$ cat src/rtl/dma_cal_pkg.sv
package dma_cal_pkg;
  localparam int DATA_W = 32;
  localparam int REG_AW = 3;

  typedef enum logic [1:0] {
    ST_IDLE = 2'd0,
    ST_CAL  = 2'd1,
    ST_READ = 2'd2
  } eng_state_t;

  typedef enum logic [REG_AW-1:0] {
    RA_CTRL   = 3'd0,
    RA_FADDR  = 3'd1,
    RA_LEN    = 3'd2,
    RA_SUM    = 3'd3,
    RA_TIMING = 3'd4,
    RA_CS0    = 3'd5
  } reg_addr_t;

  localparam int CB_EN    = 0;
  localparam int CB_WR    = 1;
  localparam int CB_CKSUM = 2;
  localparam int CB_CAL   = 3;
  localparam int CB_CODE  = 4;
  localparam int CB_DLY   = 8;
  localparam int CB_DONE  = 31;
  localparam int CTRL_KEEP_W = 12;
endpackage

$ cat src/rtl/dma_cal_divdec.sv
module dma_cal_divdec #(
  parameter int CODE_W = 4,
  localparam int DIV_W = CODE_W + 1
) (
  input  logic [CODE_W-1:0] code,
  output logic [DIV_W-1:0]  divisor
);
  localparam int HALF = 1 << (CODE_W - 1);
  localparam int TOP  = (1 << CODE_W) - 1;

  // Upper half of the code space gives odd divisors (counting down),
  // lower half gives even divisors.
  logic [DIV_W-1:0] code_x;
  logic             upper;

  always_comb begin
    code_x = {1'b0, code};
    upper  = code_x >= DIV_W'(HALF);
    if (upper)
      divisor = DIV_W'((DIV_W'(TOP) - code_x) << 1) + DIV_W'(1);
    else
      divisor = DIV_W'((DIV_W'(HALF - 1) - code_x) << 1) + DIV_W'(2);
  end
endmodule

$ cat src/rtl/dma_cal_patch.sv
module dma_cal_patch #(
  parameter int REG_W     = 32,
  parameter int SLOT_W    = 4,
  parameter int SLOTS     = 5,
  parameter int DIV_W     = 5,
  parameter int CLK_LSB   = 8,
  parameter int CLK_W     = 4
) (
  input  logic [REG_W-1:0]  timing_in,
  input  logic [REG_W-1:0]  cs0_in,
  input  logic [DIV_W-1:0]  divisor,
  input  logic [SLOT_W-1:0] delay,
  output logic [REG_W-1:0]  timing_out,
  output logic [REG_W-1:0]  cs0_out
);
  localparam int ALL_SLOTS = REG_W / SLOT_W;

  genvar g;
  generate
    for (g = 0; g < ALL_SLOTS; g++) begin : g_slot
      if (g < SLOTS) begin : g_tunable
        assign timing_out[g*SLOT_W +: SLOT_W] =
          (divisor == DIV_W'(g + 1)) ? delay : timing_in[g*SLOT_W +: SLOT_W];
      end else begin : g_fixed
        assign timing_out[g*SLOT_W +: SLOT_W] = timing_in[g*SLOT_W +: SLOT_W];
      end
    end
    if (ALL_SLOTS * SLOT_W < REG_W) begin : g_tail
      assign timing_out[REG_W-1:ALL_SLOTS*SLOT_W] = timing_in[REG_W-1:ALL_SLOTS*SLOT_W];
    end
  endgenerate

  always_comb begin
    cs0_out = cs0_in;
    cs0_out[CLK_LSB +: CLK_W] = divisor[CLK_W-1:0];
  end
endmodule

$ cat src/rtl/dma_cal_reader.sv
module dma_cal_reader
  import dma_cal_pkg::*;
#(
  parameter int W = 32,
  localparam int STEP = W / 8
) (
  input  logic         clk,
  input  logic         rst_n,
  input  logic         load_addr,
  input  logic         load_len,
  input  logic [W-1:0] wdata,
  input  logic         start,
  input  logic         use_cal,
  output logic         cal_apply,
  output logic         finish,
  output logic         busy,
  output logic         rd_req,
  output logic [W-1:0] rd_addr,
  input  logic         rd_valid,
  input  logic [W-1:0] rd_data,
  output logic [W-1:0] len_q,
  output logic [W-1:0] sum_q
);
  eng_state_t state;
  logic [W-1:0] addr_q;
  logic         len_zero;

  assign len_zero  = (len_q == '0);
  assign cal_apply = (state == ST_CAL);
  assign finish    = (state == ST_READ) && len_zero;
  assign busy      = (state != ST_IDLE);
  assign rd_req    = (state == ST_READ) && !len_zero;
  assign rd_addr   = addr_q;

  always_ff @(posedge clk or negedge rst_n) begin
    if (!rst_n) begin
      state  <= ST_IDLE;
      addr_q <= '0;
      len_q  <= '0;
      sum_q  <= '0;
    end else begin
      unique case (state)
        ST_IDLE: begin
          if (load_addr) addr_q <= wdata;
          if (load_len)  len_q  <= wdata;
          if (start) begin
            sum_q <= '0;
            state <= use_cal ? ST_CAL : ST_READ;
          end
        end
        ST_CAL: state <= ST_READ;
        ST_READ: begin
          if (len_zero) begin
            state <= ST_IDLE;
          end else if (rd_valid) begin
            sum_q  <= sum_q + rd_data;
            addr_q <= addr_q + W'(STEP);
            len_q  <= (len_q > W'(STEP)) ? len_q - W'(STEP) : '0;
          end
        end
        default: state <= ST_IDLE;
      endcase
    end
  end
endmodule

$ cat src/rtl/dma_cal_engine.sv
module dma_cal_engine
  import dma_cal_pkg::*;
#(
  parameter int W         = DATA_W,
  parameter int AW        = REG_AW,
  parameter int CODE_W    = 4,
  parameter int SLOTS     = 5,
  parameter int CLK_LSB   = 8,
  localparam int DIV_W    = CODE_W + 1
) (
  input  logic          clk,
  input  logic          rst_n,
  input  logic          cfg_wr,
  input  logic [AW-1:0] cfg_addr,
  input  logic [W-1:0]  cfg_wdata,
  output logic [W-1:0]  cfg_rdata,
  output logic          rd_req,
  output logic [W-1:0]  rd_addr,
  input  logic          rd_valid,
  input  logic [W-1:0]  rd_data,
  output logic          done
);
  logic [CTRL_KEEP_W-1:0] ctrl_q;
  logic [W-1:0] timing_q, cs0_q, len_q, sum_q;
  logic [W-1:0] timing_nx, cs0_nx;
  logic [DIV_W-1:0] divisor;
  logic wr_ok, wr_ctrl, start, cal_apply, finish, busy;

  assign wr_ok   = cfg_wr && !busy;
  assign wr_ctrl = wr_ok && (cfg_addr == AW'(RA_CTRL));
  assign start   = wr_ctrl && cfg_wdata[CB_EN] && cfg_wdata[CB_CKSUM] && !cfg_wdata[CB_WR];

  dma_cal_divdec #(.CODE_W(CODE_W)) u_dec (
    .code    (ctrl_q[CB_CODE +: CODE_W]),
    .divisor (divisor)
  );

  dma_cal_patch #(
    .REG_W(W), .SLOT_W(CODE_W), .SLOTS(SLOTS), .DIV_W(DIV_W),
    .CLK_LSB(CLK_LSB), .CLK_W(CODE_W)
  ) u_patch (
    .timing_in  (timing_q),
    .cs0_in     (cs0_q),
    .divisor    (divisor),
    .delay      (ctrl_q[CB_DLY +: CODE_W]),
    .timing_out (timing_nx),
    .cs0_out    (cs0_nx)
  );

  dma_cal_reader #(.W(W)) u_rd (
    .clk       (clk),
    .rst_n     (rst_n),
    .load_addr (wr_ok && (cfg_addr == AW'(RA_FADDR))),
    .load_len  (wr_ok && (cfg_addr == AW'(RA_LEN))),
    .wdata     (cfg_wdata),
    .start     (start),
    .use_cal   (cfg_wdata[CB_CAL]),
    .cal_apply (cal_apply),
    .finish    (finish),
    .busy      (busy),
    .rd_req    (rd_req),
    .rd_addr   (rd_addr),
    .rd_valid  (rd_valid),
    .rd_data   (rd_data),
    .len_q     (len_q),
    .sum_q     (sum_q)
  );

  always_ff @(posedge clk or negedge rst_n) begin
    if (!rst_n) begin
      ctrl_q   <= '0;
      timing_q <= '0;
      cs0_q    <= '0;
      done     <= 1'b0;
    end else begin
      if (wr_ctrl) begin
        ctrl_q <= cfg_wdata[CTRL_KEEP_W-1:0];
        done   <= 1'b0;
      end
      if (wr_ok && cfg_addr == AW'(RA_TIMING)) timing_q <= cfg_wdata;
      if (wr_ok && cfg_addr == AW'(RA_CS0))    cs0_q    <= cfg_wdata;
      if (cal_apply) begin
        timing_q <= timing_nx;
        cs0_q    <= cs0_nx;
      end
      if (finish) begin
        done          <= 1'b1;
        ctrl_q[CB_EN] <= 1'b0;
      end
    end
  end

  always_comb begin
    cfg_rdata = '0;
    unique case (cfg_addr)
      AW'(RA_CTRL): begin
        cfg_rdata[CTRL_KEEP_W-1:0] = ctrl_q;
        cfg_rdata[CB_DONE]         = done;
      end
      AW'(RA_FADDR):  cfg_rdata = rd_addr;
      AW'(RA_LEN):    cfg_rdata = len_q;
      AW'(RA_SUM):    cfg_rdata = sum_q;
      AW'(RA_TIMING): cfg_rdata = timing_q;
      AW'(RA_CS0):    cfg_rdata = cs0_q;
      default:        cfg_rdata = '0;
    endcase
  end
endmodule

$ cat config.mk
export PLATFORM = sky130hd
export DESIGN_NAME = dma_cal_engine
export DESIGN_NICKNAME = d
export VERILOG_FILES = /design/src/rtl/dma_cal_pkg.sv /design/src/rtl/dma_cal_divdec.sv /design/src/rtl/dma_cal_patch.sv /design/src/rtl/dma_cal_reader.sv /design/src/rtl/dma_cal_engine.sv
export SDC_FILE = /design/constraint.sdc
export NUM_CORES = 1
export LEC_CHECK = 0
export BUFFER_PORTS_ARGS = -buffer_cell sky130_fd_sc_hd__buf_2
export CAP_MARGIN = 20
export CORE_ASPECT_RATIO = 0.75
export CORE_MARGIN = 4
export CORE_UTILIZATION = 55
export CTS_BUF_LIST = sky130_fd_sc_hd__clkbuf_4
export DETAILED_ROUTE_END_ITERATION = 6
export GPL_TIMING_DRIVEN = 0
export PLACE_DENSITY = 0.89
export SETUP_SLACK_MARGIN = 0.15
export SKIP_LAST_GASP = 1
export SLEW_MARGIN = 20
export SYNTH_ARGS = -nofsm -noshare
export SYNTH_HDL_FRONTEND = slang
export SYNTH_SLANG_ARGS = --single-unit
$ cat constraint.sdc
create_clock -name clk -period 3 [get_ports clk]
set_input_delay 0.15 -clock clk [delete_from_list [all_inputs] [get_ports clk]]
set_output_delay 0.15 -clock clk [all_outputs]
set_load 0.05 [all_outputs]
# Word level (Yosys, flattened, before mapping)
# Cells that the tools add are included.
# op_classes
div_mod_pow,0
magnitude_cmp,2
reduce_logical,33
shift,0
n_mul,0
bitwise_logic,1
n_mux,34
eq_ne,23
n_addsub,7
# op_table
operator,count
2-to-1 mux 32 bit,10
case mux 32 bit (2 select lines),3
case mux 19 bit (5 select lines),1
case mux 12 bit (6 select lines),1
2-to-1 mux 20 bit,2
adder 32 x 3 -> 32 bit (second input constant),1
adder 32 bit,1
> comparator 32 x 3 -> 1 bit (second input constant),1
logical NOT 32 bit,1
subtractor 32 x 3 -> 32 bit (second input constant),1
2-to-1 mux 12 bit,2
2-to-1 mux 4 bit,5
!= test 2 x 1 -> 1 bit (second input constant),8
AND reduction 2 bit,8
AND reduction 4 bit,3
logical AND 1 bit,11
== test 5 x 2 -> 1 bit (second input constant),2
== test 5 x 3 -> 1 bit (second input constant),2
nonzero test 2 bit,5
== test 3 x 2 -> 1 bit (second input constant),2
== test 3 bit (second input constant),2
2-to-1 mux 2 bit,3
!= test 2 bit (second input constant),3
case mux 1 bit (6 select lines),1
16 further kinds,21
# totals
latch_bits,0
output_inout_bits,66
mem_bits_ro,0
ramBits,0
mem_count,0
reg_bits,175
inputBits,71
wordCells,115

# Depth between registers and ports, before layout
# Gate-level depths: netlist (run 1).
# depth
depth_word,9
mapped_depth,12
depth_no_buf,12

# Hierarchy
# A second synthesis (run 1) with hierarchy kept.
# unflattened
cells_unflattened,1457
hier_area_um2,12983.7
# modules_own_cells
module,seq_area_each_um2,n_inst,area_each_um2,cells_each
dma_cal_reader,2452.4,1,6712.7,801
dma_cal_engine,1926.8,1,5585.4,572
dma_cal_patch,0.0,1,613.1,74
dma_cal_divdec,0.0,1,72.6,10

# Least setup slack after synthesis (run 1)
# OpenSTA, ideal clock, no wires.
# synth_path
path_type,reg2reg
start,register u_rd.len_q[2]
end,register u_rd.len_q[25]
arrival_ps,2727
path_buffers,1
setup_slack_ps,147
synth_period_minus_slack_ps,2853
path_stages_with_launch,12
t_required_ps,2874
setup_ps,126
cell_sequence,dfrtp_1 > inv_1 > ha_1 > nor4b_1 > nand4_1 > nor4b_4 > nor3b_2 > or2_1 > buf_6 > nand2_8 > nor2_2 > a221o_1
# synth_via
elab_chain_cells,5
elab_cells_between_ends,9
cone_classes,add/sub: 1; order compare: 1; eq/ne: 1; mux: 4; reduce/logical: 2
# synth_lines
item,line,rtl
"start, declared",dma_cal_reader.sv:21,"output logic [W-1:0] len_q,"
"start signal, assigned",dma_cal_reader.sv:45,if (load_len) len_q <= wdata;
"start signal, assigned",dma_cal_reader.sv:58,len_q <= (len_q > W'(STEP)) ? len_q - W'(STEP) : '0;
subtractor 32 x 3 -> 32 bit / > comparator 32 x 3 -> 1 bit (equally long branches),dma_cal_reader.sv:58,
2-to-1 mux 32 bit,dma_cal_reader.sv:58,
2-to-1 mux 32 bit,dma_cal_reader.sv:55,end else if (rd_valid) begin
2-to-1 mux 32 bit,dma_cal_reader.sv:53,if (len_zero) begin
case mux 32 bit (2 select lines),dma_cal_reader.sv:42,unique case (state)
# Parallel ways exist; a longest one is shown, timed or not. The select of a mux whose other input is x is not followed.
# A chain may end at the register's enable or synchronous reset.

# Final worst setup path (run 1)
# layout_path
start,register u_rd.len_q[26]
end,register u_rd.len_q[15]
# layout_via
elab_chain_cells,5
elab_cells_between_ends,8
cone_classes,order compare: 1; eq/ne: 1; mux: 4; reduce/logical: 2
# layout_lines
item,line
> comparator 32 x 3 -> 1 bit,dma_cal_reader.sv:58
2-to-1 mux 32 bit,dma_cal_reader.sv:58
2-to-1 mux 32 bit,dma_cal_reader.sv:55
2-to-1 mux 32 bit,dma_cal_reader.sv:53
case mux 32 bit (2 select lines),dma_cal_reader.sv:42
# Parallel ways exist; a longest one is shown, timed or not. The select of a mux whose other input is x is not followed.

==> flow_summary.toml, run 1 <==
[clocking]
clk_path_buf_depth = 2
cts_sinks = 175
tritoncts = "done"
clk_pin_slew_ps = 150
cts_buffers = 17
cts_root_buffer = "clkbuf_4"
clk_latency_ps = 630
h-tree-depth = 4

[logic_synthesis]
syn_area_um2 = 11180
synthTopCellsByCount = "dfrtp_1 (175), a21oi_1 (141), nand2_1 (123)"
synthTopCellsByArea = "dfrtp_1 (39%), a21oi_1 (6.3%), mux2_2 (5.6%)"
ys_warn_count = 0
synth-edff-count = 0
synthArstFlopShare_pct = 100.0
synth_top_area_cell = "dfrtp_1"
yosysTopAreaCellShare_pct = 39.18
ys.flop_type = "dfrtp_1"
synth_nets = 1393
synthDistinctLibCells = 75
ys_ff_latch = 175
ys_seq_area_share_pct = 39.18
postSynthAreaPerCell_um2 = 8.726
yosysMostFrequentCell = "dfrtp_1"
syn_inst = 1281

[worst_hold_path]
holdCritPathClass = "input pin to register"

[grt]
antenna_found_initial = 1
grt_util_all_layers_pct = 36.45
grt_pass1_wl_um = 65260
grt_pass1_vias = 11330
grt_remaining_overflow = 0
grt_start_max_net_pins = 91

[pwr]
vdd_ir_drop_max_uv = 616.8
finalPower_mw = 11.79
leakagePower_nw = 6.335
powerDensity_nw_per_um2 = 845.5

[place]
placed_area_um2 = 12210
place_ws_ps = -833.2
port_buffers = 135
post-place-cells = 1670
place_hpwl_um = 30550
place_congestion = 1.008

[worst_setup_path]
path_delay_family = "simple AND/OR/NAND/NOR gates"
path_class = "register to register"
slowest_stage = "or4_4"
cp_num_buf_inv = 3
cp_cell_sequence = "or4_4 > or4b_4 > buf_6 > or2_4 > o31ai_4 > buf_4 > a21oi_4 > buf_6 > a22oi_1 > o21ai_0"
critPathMostFrequentCell = "buf_6"
max_stage_delay_ps = 540
crit_required_ps = 3490
cp-start-kind = "register"
critPathMaxFanout = 6
cp.arrival_ps = 3560
end_kind = "register"

[floorplanning]
initial_core_util_pct = 56.88
core_area_um2 = 19650
die_x_um = 172.6
die_y_um = 131.5
fp-row-count = 44
dieArea_um2 = 22690
ioPinCount = 137

[cells_and_area]
final_cells = 1798
area_growth_pct = 24.75
finalInstanceArea_um2 = 13940
drive_above_1_share_pct = 26.67
final_nets = 1644
utilization_pct = 70.95
fill_cells = 1463
antenna_cells = 0

[sta]
hold_viol = 0
max-slew-margin-rel_pct = 28.44
worst-slew-pin-transition_ps = 1064
fin_crit_ps = 3069
fin_setup_tns_ps = -288.2
period_share_pct = 102.3
setup_ws_ps = -69.22
rsz0062_at_grt = "true"
whs_ps = 14.68
clock_skew_ps = 29.17
max_freq_mhz = 325.8
setup_viol = 7
maxSlewViolCount = 0

[detailed_routing]
vias = 12240
drtIter0Drc = 2237
via_per_inst = 6.805
drt_first_pass_iters = 7
wl_um = 44140
drcViolationCount = 5
ant_nets = 0
post_drt_wl_per_cell_um = 24.55

[outcome]
violations = "design-rule violations, negative setup slack"
status = "finished, violations left"

[job]
max-cap-violations = 0
## worst min-delay path: stages
cell and delay [ps]:
buf_2 80, ha_2 200, xnor2_1 120, o31ai_1 60
## power by group
| group | internal [mW] | total [mW] | switching, mW |
|---|---|---|---|
| logic | 2.32 | 6.17 | 3.85 |
| clock network | 0.524 | 1.50 | 0.974 |
| registers | 3.07 | 4.12 | 1.05 |
## area by class of cell
type                            count  area [µm²]  area share [%]
Multi-Input combinational cell   1009        6822           48.92
Sequential cell                   175        4390           31.49
Timing Repair Buffer              230        1588           11.39
Buffer                             74       427.9           3.069
Tap cell                          253       316.6           2.270
Clock inverter                     15       178.9           1.283
Clock buffer                       17       127.6          0.9152
Inverter                           25       93.84          0.6729
## metal layers
layer  GRT usage, %  wire, µm  share of wire [%]
met1          51.22     16820                 38
met2          53.16     18370                 42
met3          13.04      7035                 16
met4          11.26      1900                4.3
met5              0        17              0.039
## flip-flops by register name, summed over array words and instances (netlist names)
signal	cells
timing_q	32
cs0_q	32
u_rd.sum_q	32
done	1
u_rd.state	2
u_rd.rd_addr	32
ctrl_q	12
u_rd.len_q	32
## logic make-up after synthesis
logic type	after synthesis	share of synthesized area [%]
multiplexers	100	9.581
AND/OR/NAND/NOR	394	16.80
adder cells (fa/ha/maj)	41	4.656
buffers and inverters	99	3.537
flip-flops	175	39.18
XOR/XNOR	26	2.037
AO/OA/AOI/OAI	446	24.21
## layout by cell type (no fill, tap or decap), drive strengths merged, types with 14 or more instances in the layout
cell type | netlist | layout
xnor2 | 14 | 14
o22ai | 30 | 30
a21oi | 142 | 143
inv | 25 | 31
o31ai | 16 | 16
o21ai | 122 | 122
nor3 | 31 | 31
ha | 40 | 40
dfrtp | 175 | 175
a31oi | 21 | 21
buf | 18 | 219
a22oi | 50 | 50
dlygate4sd3 | 0 | 35
nand3 | 29 | 29
mux2 | 56 | 56
mux2i | 44 | 44
nor2 | 117 | 117
clkbuf | 56 | 67
nand2 | 124 | 125
## timing repair
action,in CTS,in global routing
setup buffers,21,32
endpoints found under the hold margin,227,0
hold buffers,35,0
endpoints found under the setup margin,125,108
pin swaps,18,44
cloned,4,4
resized for setup,81,143
## final timing paths
check / end / cells after the start / slack, ps / from
worst min register to register: timing_q[11]$_DFFE_PN0P_ / 2 / 510 / timing_q[11]$_DFFE_PN0P_
worst max-delay path: u_rd.len_q[15]$_DFFE_PN0P_ / 10 / -70 / u_rd.len_q[26]$_DFFE_PN0P_
worst max register to register: u_rd.len_q[15]$_DFFE_PN0P_ / 10 / -70 / u_rd.len_q[26]$_DFFE_PN0P_
max in group asynchronous: ctrl_q[9]$_DFFE_PN0P_ / 3 / 1980 / rst_n
worst min-delay path: u_rd.sum_q[6]$_DFFE_PN0P_ / 4 / 10 / rd_data[6]
min in group asynchronous: u_rd.sum_q[3]$_DFFE_PN0P_ / 2 / 100 / rst_n
No activity file was read; power rests on OpenSTA's default activity.
==> inputs of run 2 (changes only) <==
--- a/config.mk
+++ b/config.mk
@@ -5,15 +5,16 @@
 export SDC_FILE = /design/constraint.sdc
 export NUM_CORES = 1
 export LEC_CHECK = 0
+export ABC_AREA = 1
 export BUFFER_PORTS_ARGS = -buffer_cell sky130_fd_sc_hd__buf_2
 export CAP_MARGIN = 20
 export CORE_ASPECT_RATIO = 0.75
 export CORE_MARGIN = 4
-export CORE_UTILIZATION = 55
+export CORE_UTILIZATION = 45
 export CTS_BUF_LIST = sky130_fd_sc_hd__clkbuf_4
 export DETAILED_ROUTE_END_ITERATION = 6
 export GPL_TIMING_DRIVEN = 0
-export PLACE_DENSITY = 0.89
+export PLACE_DENSITY = 0.76
 export SETUP_SLACK_MARGIN = 0.15
 export SKIP_LAST_GASP = 1
 export SLEW_MARGIN = 20
==> run 2 against run 1 <==
  * The run now ends clean
  * First-iteration DRC count shrank 25%
  * Register-to-register slack gained 580 ps
  * Routed wire length grew 18%
  * Non-clock buffer count shrank 54
  * Final cell count grew 45%
  * Sequential share of layout area shrank 1.9 points
  * Synthesized area grew 14%
  * Global-route usage shrank 3.8 points
  * Worst hold slack gained 12 ps
  * Cell area grew 6.1%
  * Critical path type is now input pin to primary output
==> flow_summary.toml, run 2 <==
[floorplanning]
die_x_um = 202.2
ioPinCount = 137
dieArea_um2 = 31060
core_area_um2 = 27920
initial_core_util_pct = 45.58
die_y_um = 153.6
fp-row-count = 53

[pwr]
clock_power_share_pct = 10.8
power.internal_mw = 6.241
vdd_ir_drop_max_uv = 497.3
switching_power_mw = 7.456
seqPwrFrac_pct = 33.3
power.share.switching_pct = 54.43
powerDensity_nw_per_um2 = 926.0
comb_power_share_pct = 55.9
finalPower_mw = 13.70
leakagePower_nw = 7.774

[grt]
grt_pass1_wl_um = 78120
grt_util_all_layers_pct = 32.68
grt_start_max_net_pins = 91
grt_remaining_overflow = 0
antenna_found_initial = 1
grt_pass1_vias = 13050

[place]
port_buffers = 136
place_congestion = 0.9798
post-place-cells = 2523
place_ws_ps = 303.4
place_hpwl_um = 40380

[cells_and_area]
multi_input_area_um2 = 7111
final_nets = 2327
final_cells = 2614
fill_cells = 2898
mostFrequentLayoutCells = "nand2_1 (829), inv_1 (252), dfrtp_1 (175), nor2_1 (174), buf_2 (151)"
layout_commonest_cell = "nand2_1"
regArea_um2 = 4379
area_growth_pct = 16.24
drive_above_1_share_pct = 10.32

[logic_synthesis]
yosysTopAreaCellShare_pct = 34.41
synth-edff-count = 0
syn_inst = 2001
syn_area_um2 = 12720
ys_ff_latch = 175
synthTopCellsByArea = "dfrtp_1 (34%), nand2_1 (24%), inv_1 (7.4%)"
yosysMostFrequentCell = "nand2_1"
postSynthAreaPerCell_um2 = 6.359
synthDistinctLibCells = 46
synthArstFlopShare_pct = 100.0
synth_nets = 2113
ys_warn_count = 0
ys_seq_area_share_pct = 34.41
synth_top_area_cell = "dfrtp_1"
ys.flop_type = "dfrtp_1"
synthTopCellsByCount = "nand2_1 (829), inv_1 (252), dfrtp_1 (175)"

[sta]
fin_crit_ps = 2763
rsz0062_at_grt = "false"
maxSlewViolCount = 0
period_share_pct = 92.10
hold_viol = 0
max-slew-margin-rel_pct = 35.35
whs_ps = 27.00
setup_ws_ps = 237.0
clock_skew_ps = 38.18
max_freq_mhz = 361.9
worst-slew-pin-transition_ps = 969.8
setup_viol = 0

[clocking]
cts_root_buffer = "clkbuf_4"
cts_buffers = 17
clk_path_buf_depth = 2
cts_sinks = 175
clk_pin_slew_ps = 160
clk_latency_ps = 660
h-tree-depth = 4
tritoncts = "done"

[detailed_routing]
drcViolationCount = 0
drt_first_pass_iters = 6
post_drt_wl_per_cell_um = 19.90
ant_nets = 0
drtIter0Drc = 1669
wl_um = 52010
via_per_inst = 5.504
vias = 14390

[worst_setup_path]
crit_required_ps = 2850
critPathMaxFanout = 10
cp.arrival_ps = 2610
cp-start-kind = "input pin"
end_kind = "primary output"
path_class = "input pin to primary output"
r2r_slack_ps = 510

[job]
max-cap-violations = 0

[worst_hold_path]
holdCritPathClass = "input pin to register"

[outcome]
status = "finished clean"
-- run 2: changes by cell type in the layout (fill, tap and decap cells not counted), moves of 54 or more --
cell / delta
nor2_1: +66
a21oi_1: -76
mux2_2: -56
inv_1: +229
nand2_1: +706
o21ai_0: +54
-- run 2: per-layer routing --
metal	up-vias	share of wire, %	global-route usage [%]	wire, µm
li1	6767	-	-	-
met1	6694	45	49.19	23170
met2	833	41	46.92	21470
met3	94	12	8.349	5991
met4	0	2.6	8.174	1377
met5	-	0	0	0
-- run 2: final cells by class --
cell class,instances,share of cell area (%)
Sequential cell,175,29.61
Antenna cell,1,0.01692
Clock buffer,19,0.9643
Multi-Input combinational cell,1512,48.07
Timing Repair Buffer,195,8.780
Inverter,259,6.589
Clock inverter,13,0.9474
Tap cell,385,3.257
Buffer,55,1.768
-- run 2: cell families (layout without fill, tap and decap cells) --
kind of cell             Yosys count  in the layout  share of synthesized area [%]
AO/OA/AOI/OAI                    291            291                          13.29
XOR/XNOR                          31             31                          2.134
adder cells (fa/ha/maj)           41             41                          4.090
buffers and inverters            314            541                          9.705
flip-flops                       175            175                          34.41
other                              0              1                              0
AND/OR/NAND/NOR                 1149           1149                          36.36
-- run 2: final timing paths --
kind / startpoint / endpoint / cells after the start
min in group asynchronous: rst_n / u_rd.sum_q[24]$_DFFE_PN0P_ / 2
max in group asynchronous: rst_n / timing_q[10]$_DFFE_PN0P_ / 3
max: cfg_addr[2] / cfg_rdata[19] / 8
min reg2reg: cs0_q[4]$_DFFE_PN0P_ / cs0_q[4]$_DFFE_PN0P_ / 2
max reg2reg: u_rd.state[0]$_DFFE_PN0P_ / cs0_q[28]$_DFFE_PN0P_ / 7
min: rd_data[21] / u_rd.sum_q[21]$_DFFE_PN0P_ / 5
-- run 2: power groups by stage --
stage / registers [mW] / clock network, mW / logic [mW]
floorplan: 4.71 / 0 / 4.95
global placement: 4.54 / 0 / 7.30
detailed placement: 4.57 / 0 / 7.41
CTS: 4.52 / 1.49 / 7.51
global route: 4.65 / 1.58 / 8.50
finish: 4.56 / 1.49 / 7.65
-- run 2: worst max-delay path: stages --
cell	delay [ps]
buf_2	130
inv_1	100
nand3_1	350
inv_1	390
clkbuf_1	610
a221oi_1	180
a21oi_1	360
buf_2	340
-- run 2: per-stage QoR --
step / utilization, % / area (µm²) / setup TNS [ps]
after floorplan: - / 12720 / 0
after global placement: 49.74 / 13890 / -207150
after detailed placement: 49.88 / 13920 / 0
after CTS: 52.97 / 14790 / 0
after global routing: 52.98 / 14790 / 0
final: 52.98 / 14790 / 0
-- run 2: timing repair --
item / in CTS / in global routing
buffers inserted: 0 / 0
hold endpoints to repair: 242 / 0
setup endpoints to repair: 0 / 1
hold buffers: 58 / 0
gates resized for setup: 0 / 1
